### config.mk
export PLATFORM = sky130hd
export DESIGN_NAME = psw_flag_reg
export DESIGN_NICKNAME = d
export VERILOG_FILES = /design/src/rtl/psw_pkg.sv /design/src/rtl/psw_arith_eval.sv /design/src/rtl/psw_pack.sv /design/src/rtl/psw_next_state.sv /design/src/rtl/psw_flag_reg.sv
export SDC_FILE = /design/constraint.sdc
export NUM_CORES = 1
export LEC_CHECK = 0
export ABC_AREA = 0
export BUFFER_PORTS_ARGS = -buffer_cell sky130_fd_sc_hd__buf_4
export CAP_MARGIN = 20
export CORE_AREA = 2 2 39 41
export CTS_BUF_LIST = sky130_fd_sc_hd__clkbuf_8
export CTS_CLUSTER_DIAMETER = 150
export DETAILED_ROUTE_END_ITERATION = 12
export DIE_AREA = 0 0 41 43
export GPL_TIMING_DRIVEN = 0
export HOLD_SLACK_MARGIN = 0.12
export PLACE_DENSITY_LB_ADDON = 0.25
export SLEW_MARGIN = 30
export SYNTH_ARGS = -nofsm -noshare
export SYNTH_HDL_FRONTEND = slang
export SYNTH_SLANG_ARGS = --single-unit
### constraint.sdc
create_clock -name clk -period 0.9 [get_ports clk]
set_clock_uncertainty 0.1 [all_clocks]
set_input_delay 0.045 -clock clk [delete_from_list [all_inputs] [get_ports clk]]
set_output_delay 0.045 -clock clk [all_outputs]
set_load 0.05 [all_outputs]
### src/rtl/psw_pkg.sv
// Package psw_pkg
// Shared layout of the status flags. The bit positions are fixed because the
// interrupt-entry and return sequences push and reload the packed byte.
package psw_pkg;

    localparam int unsigned PSW_W     = 8;
    localparam int unsigned ARITH_N   = 4;

    localparam int unsigned POS_CARRY = 0;
    localparam int unsigned POS_ZERO  = 1;
    localparam int unsigned POS_IE    = 2;
    localparam int unsigned POS_BRK   = 4;
    localparam int unsigned POS_OVF   = 6;
    localparam int unsigned POS_NEG   = 7;

    localparam int unsigned UPD_CARRY = 0;
    localparam int unsigned UPD_ZERO  = 1;
    localparam int unsigned UPD_OVF   = 2;
    localparam int unsigned UPD_NEG   = 3;

    typedef struct packed {
        logic neg;
        logic ovf;
        logic brk;
        logic ie;
        logic zero;
        logic carry;
    } psw_flags_t;

    localparam psw_flags_t PSW_RESET = '{neg: 1'b1, ovf: 1'b0, brk: 1'b0,
                                         ie: 1'b1, zero: 1'b0, carry: 1'b0};

endpackage

### src/rtl/psw_arith_eval.sv
// Module psw_arith_eval
// Derives candidate values for the four arithmetic flags from one ALU result.
// Assumes the ALU reports add wrap, shift-out and signed overflow separately.
module psw_arith_eval
    import psw_pkg::*;
#(
    parameter int unsigned DATA_W = 16
) (
    input  logic [DATA_W-1:0]  result,
    input  logic               add_wrap,
    input  logic               shift_out,
    input  logic               ovf_in,
    output logic [ARITH_N-1:0] cand
);

    // Candidate flag values, indexed by the update-enable bit order.
    always_comb begin
        cand            = '0;
        cand[UPD_NEG]   = result[DATA_W-1];
        cand[UPD_ZERO]  = (result == '0);
        cand[UPD_CARRY] = add_wrap | shift_out;
        cand[UPD_OVF]   = ovf_in;
    end

endmodule

### src/rtl/psw_pack.sv
// Module psw_pack
// Converts between the flag struct and the 8-bit status byte. Packing drives
// the unused positions to zero. Unpacking reads only the six flag positions.
module psw_pack
    import psw_pkg::*;
(
    input  psw_flags_t       flags_in,
    output logic [PSW_W-1:0] byte_out,
    input  logic [PSW_W-1:0] byte_in,
    output psw_flags_t       flags_out
);

    // Place each flag at its fixed position, leaving the rest zero.
    always_comb begin
        byte_out            = '0;
        byte_out[POS_NEG]   = flags_in.neg;
        byte_out[POS_OVF]   = flags_in.ovf;
        byte_out[POS_BRK]   = flags_in.brk;
        byte_out[POS_IE]    = flags_in.ie;
        byte_out[POS_ZERO]  = flags_in.zero;
        byte_out[POS_CARRY] = flags_in.carry;
    end

    // Pick each flag out of a saved byte.
    always_comb begin
        flags_out.neg   = byte_in[POS_NEG];
        flags_out.ovf   = byte_in[POS_OVF];
        flags_out.brk   = byte_in[POS_BRK];
        flags_out.ie    = byte_in[POS_IE];
        flags_out.zero  = byte_in[POS_ZERO];
        flags_out.carry = byte_in[POS_CARRY];
    end

endmodule

### src/rtl/psw_next_state.sv
// Module psw_next_state
// Next-state priority for all flags. Restore beats everything. Below that, each
// arithmetic flag follows its own enable, break is sticky-set, and the
// interrupt-enable clear beats the set.
module psw_next_state
    import psw_pkg::*;
(
    input  psw_flags_t         cur,
    input  logic [ARITH_N-1:0] cand,
    input  logic [ARITH_N-1:0] upd_en,
    input  logic               brk_strobe,
    input  logic               ie_set,
    input  logic               ie_clr,
    input  logic               restore_en,
    input  psw_flags_t         restored,
    output psw_flags_t         nxt
);

    logic [ARITH_N-1:0] arith_cur;
    logic [ARITH_N-1:0] arith_nxt;

    // Gather the current arithmetic flags in update-enable order.
    always_comb begin
        arith_cur            = '0;
        arith_cur[UPD_NEG]   = cur.neg;
        arith_cur[UPD_ZERO]  = cur.zero;
        arith_cur[UPD_CARRY] = cur.carry;
        arith_cur[UPD_OVF]   = cur.ovf;
    end

    // One hold-or-update selector per arithmetic flag.
    for (genvar i = 0; i < ARITH_N; i++) begin : g_arith
        assign arith_nxt[i] = upd_en[i] ? cand[i] : arith_cur[i];
    end

    // Combine all sources, with restore on top.
    always_comb begin
        if (restore_en) begin
            nxt = restored;
        end else begin
            nxt.neg   = arith_nxt[UPD_NEG];
            nxt.zero  = arith_nxt[UPD_ZERO];
            nxt.carry = arith_nxt[UPD_CARRY];
            nxt.ovf   = arith_nxt[UPD_OVF];
            nxt.brk   = cur.brk | brk_strobe;
            if (ie_clr) begin
                nxt.ie = 1'b0;
            end else if (ie_set) begin
                nxt.ie = 1'b1;
            end else begin
                nxt.ie = cur.ie;
            end
        end
    end

endmodule

### src/rtl/psw_flag_reg.sv
// Module psw_flag_reg
// Status flag register of a small 16-bit processor. It holds six flags and
// shows them as one packed byte. It accepts ALU updates, a break strobe,
// interrupt-enable controls and a whole-byte restore. Synchronous active-low reset.
module psw_flag_reg
    import psw_pkg::*;
#(
    parameter int unsigned DATA_W = 16
) (
    input  logic               clk,
    input  logic               rst_n,
    input  logic [DATA_W-1:0]  alu_result,
    input  logic               alu_add_wrap,
    input  logic               alu_shift_out,
    input  logic               alu_ovf,
    input  logic [ARITH_N-1:0] upd_en,
    input  logic               brk_strobe,
    input  logic               ie_set,
    input  logic               ie_clr,
    input  logic               restore_en,
    input  logic [PSW_W-1:0]   restore_byte,
    input  logic               irq_req,
    output logic [PSW_W-1:0]   status_byte,
    output logic               irq_take
);

    psw_flags_t         flags_q;
    psw_flags_t         flags_d;
    psw_flags_t         restored;
    logic [ARITH_N-1:0] cand;

    psw_arith_eval #(
        .DATA_W (DATA_W)
    ) u_eval (
        .result    (alu_result),
        .add_wrap  (alu_add_wrap),
        .shift_out (alu_shift_out),
        .ovf_in    (alu_ovf),
        .cand      (cand)
    );

    psw_pack u_pack (
        .flags_in  (flags_q),
        .byte_out  (status_byte),
        .byte_in   (restore_byte),
        .flags_out (restored)
    );

    psw_next_state u_next (
        .cur        (flags_q),
        .cand       (cand),
        .upd_en     (upd_en),
        .brk_strobe (brk_strobe),
        .ie_set     (ie_set),
        .ie_clr     (ie_clr),
        .restore_en (restore_en),
        .restored   (restored),
        .nxt        (flags_d)
    );

    // Flag storage with synchronous reset to the power-up pattern.
    always_ff @(posedge clk) begin
        if (!rst_n) begin
            flags_q <= PSW_RESET;
        end else begin
            flags_q <= flags_d;
        end
    end

    // Let a request through only while interrupts are enabled.
    assign irq_take = irq_req & flags_q.ie;

endmodule

After elaboration in Yosys (flattened, before gate mapping)
Cells that the tools add are included.
- register bits after elaboration: 6
- input port bits: 38
- output and inout port bits: 9
- logic and storage cells: 22
- muxes and demuxes: 7
- bitwise logic cells: 3
- reduce and logical (&&, ||, !) cells: 6
- operator list (kind ; count):
    16-bit logical NOT ; 1
    2-bit nonzero test ; 4
    1-bit two-way mux ; 6
    6-bit two-way mux ; 1
    3-bit nonzero test ; 1
    1-bit OR ; 2
    1-bit bitwise AND ; 1

Longest topological paths before layout
- depth after elaboration: 3
- gate-level depth with buffers: 4

By module
A second synthesis with hierarchy kept.
- cell total of the unflattened synthesis: 55
- area, all modules: 459.2 um2
- modules (own cells, without submodules) (module ; times used ; cells each ; area an instance (um2)):
    psw_flag_reg ; 1 ; 13 ; 163.9
    psw_next_state ; 1 ; 19 ; 131.4
    psw_pack ; 1 ; 15 ; 108.9
    psw_arith_eval ; 1 ; 8 ; 55.1

Worst setup path after synthesis
OpenSTA, ideal clock, no wires.
- kind: register to output
- from: register flags_q[2] (netlist bit)
- to: output port irq_take
- arrival time: 1.128 ns
- path slack: -0.373 ns
- cell stages (with the launch flop): 2
- path buffers: 0
- path through: dfxtp_1 -> and2_1
- cells in the longest elaborated chain, start to end: 1
- ends and longest elaborated chain (what ; RTL line ; RTL):
    start: declaration ; psw_flag_reg.sv:27 ; psw_flags_t flags_q;
    start signal: assignment ; psw_flag_reg.sv:66 ; flags_q <= flags_d;
    1-bit bitwise AND ; psw_flag_reg.sv:71 ; assign irq_take = irq_req & flags_q.ie;
    end: declaration ; psw_flag_reg.sv:24 ; output logic irq_take
Every way passes these cells.

Final worst setup path
Ends and elaborated chain as after synthesis.

==> flow_summary.json <==
{
  "status": "finished with violations",
  "violations": "negative hold slack, negative setup slack",
  "crit_type": "register to output port",
  "hold_path_class": "primary input to register",
  "worstPathRequired_ns": 0.75,
  "ys_seq_elements": 6,
  "p_leak_nw": 0.390,
  "period_share": 1.09,
  "hpwlAfterDp_um": 834,
  "crit_path_start_kind": "register",
  "critPathCaptureType": "output port",
  "setup_slack_ns": -0.0788,
  "dp_slack_ns": -0.0842,
  "grt_pass1_wl_um": 1540,
  "via_count": 455,
  "whs_endpoint": "flags_q[5]",
  "setup_violations": 2,
  "fmax_ghz": 1.02,
  "dieArea_sq_mm": 0.00176,
  "dp_cells": 98,
  "final_cell_area_sq_um": 792,
  "finalHoldViolCount": 3,
  "ctsHoldBuffers": 2,
  "n_antenna_cell": 0,
  "track_usage": 0.124,
  "final.fill_count": 135,
  "drc": 0,
  "fin_setup_tns_ns": -0.153,
  "path_clk_slew_ns": 0.04,
  "fin_util": 0.572,
  "io_pins": 47,
  "regMostFlops": "flags_q",
  "synth_seq_area_share": 0.350,
  "synthDistinctLibCells": 24,
  "grt_pass1_vias": 402,
  "crit_arrival_ns": 0.83,
  "die_y_um": 43,
  "core-area_sq_mm": 0.00138,
  "reg_top3": "flags_q (6)",
  "first_iter_violations": 4,
  "syn_inst": 40,
  "cts_setup_buffers": 0,
  "ant_nets": 0,
  "cts_buffer_depth": 2,
  "gp_congestion": 0.592,
  "drv_slew": 0,
  "period_needed_ns": 0.979,
  "rsz0062_at_grt": "true",
  "layout_commonest_cell": "buf_4",
  "syn_area_sq_um": 343,
  "finalNetCount": 127,
  "path_max_fanout": 3,
  "vias_per_cell": 4.38,
  "hold_slack_ns": -0.0714,
  "fin_total_pwr_mw": 1.04,
  "holdPathStages": 3,
  "fp.dieW_um": 41,
  "hold_start": "restore_byte[7]",
  "clock_latency_ns": 0.22,
  "r2r_cells": 3,
  "cts_buffers": 3,
  "h-tree-depth": 1,
  "drt_wl_total_um": 983,
  "clock-root-buffer": "clkbuf_8",
  "grt_max_degree": 9,
  "cts_tree": "done",
  "area_growth_pct": 131,
  "ir_worst_vdd_v": 0.000792,
  "regToRegStartpoint": "flags_q[5]",
  "grt_antenna_before_repair": 0,
  "final_cell_mix": "40 x buf_4, 5 x nor2_1, 5 x dfxtp_4, 4 x nand2_1, 3 x clkbuf_8",
  "pwr_density_cell_mw_per_mm2": 1320,
  "numClockSinks": 6,
  "max_cap_violations": 0,
  "wl_per_cell_um": 9.45,
  "initial_core_util": 0.248,
  "drive_gt1_frac": 0.693,
  "numPortBuffers": 41,
  "rows": 14,
  "rrSetupSlack_ns": -0.07,
  "place_area_sq_um": 696,
  "drt_pass1_iterations": 3,
  "regToRegEndpoint": "flags_q[5]",
  "yosys_warnings": 0,
  "largest_register_ffs": 6,
  "overflow": 0,
  "syn-mean-instance-area_sq_um": 8.57,
  "fin_cells": 104
}
==> cells by family (layout without fill, tap and decap cells) <==
| logic type | after synthesis | count (layout) | share of synthesized area |
|---|---|---|---|
| buffers and inverters | 4 | 51 | 0.0693 |
| and+or+nand+nor | 18 | 18 | 0.288 |
| DFF | 6 | 6 | 0.350 |
| AOI/OAI and AO/OA | 8 | 8 | 0.190 |
| other | 1 | 2 | 0.0109 |
| muxes | 3 | 3 | 0.0912 |
==> worst max-delay path, cell delays in order (launching register included) <==
cell and delay, ns:
dfxtp_4 0.34, and2_4 0.14, buf_8 0.13
==> power breakdown <==
| group | internal [mW] | switching, mW |
|---|---|---|
| sequential | 0.283 | 0.0117 |
| combinational | 0.179 | 0.163 |
| clock | 0.293 | 0.115 |
| total | 0.755 | 0.290 |
==> worst max-delay path by stage <==
| stage | start | endpoint | slack, ns | cells after the start |
|---|---|---|---|---|
| 2_1_floorplan | flags_q[5] | flags_q[5] | -0.13 | 3 |
| 3_3_place_gp | flags_q[1] | flags_q[1] | -0.09 | 3 |
| 3_5_place_dp | flags_q[1] | flags_q[1] | -0.08 | 3 |
| 4_1_cts | flags_q[5] | flags_q[5] | -0.08 | 3 |
| 5_1_grt | flags_q[5] | flags_q[5] | -0.13 | 3 |
| 6_report | flags_q[2] | irq_take | -0.08 | 2 |
==> cell type report <==
class	count	area [sq um]	share of cell area
inverter	1	3.75	0.00474
sequential	6	140	0.177
clock buffer	3	41.3	0.0521
buffer	3	20.0	0.0253
timing repair buffer	43	343	0.433
multi-input combinational	31	220	0.278
clock inverter	1	3.75	0.00474
tap	16	20.0	0.0253
==> repair_timing <==
| action | 4_1_cts | 5_1_grt |
|---|---|---|
| cloned | 0 | 0 |
| setup endpoints to repair | 3 | 8 |
| endpoints found under the hold margin | 6 | 6 |
| gates resized for setup | 6 | 3 |
| pin swaps | 3 | 2 |
==> Yosys cell counts <==
master    count  share of area
a211o_1       1          0.026
a211oi_1      1          0.022
a211oi_2      1          0.036
a21boi_1      1          0.022
and2_1        1          0.018
buf_4         2          0.044
clkbuf_2      1          0.015
conb_1        1          0.011
dfxtp_1       6           0.35
inv_1         1          0.011
mux2_2        1          0.033
mux2i_1       2          0.058
nand2_1       4          0.044
nand3_1       1          0.015
nor2_1        6          0.066
nor2b_1       1          0.018
nor3_1        2          0.029
nor4_1        1          0.018
nor4_2        1          0.036
nor4b_2       1          0.044
o211a_1       1          0.029
o21ai_0       1          0.015
o21ai_1       1          0.015
o311ai_0      1          0.026
==> routing by layer <==
metal,share of wire,wire length [um],GRT usage,vias up
met2,0.52,512,0.197,23
met4,0.0061,6,0.0400,0
met5,0,0,0,-
li1,-,-,-,236
met1,0.36,356,0.157,194
met3,0.11,107,0.0314,2
Power figures use the tool's default switching activity.
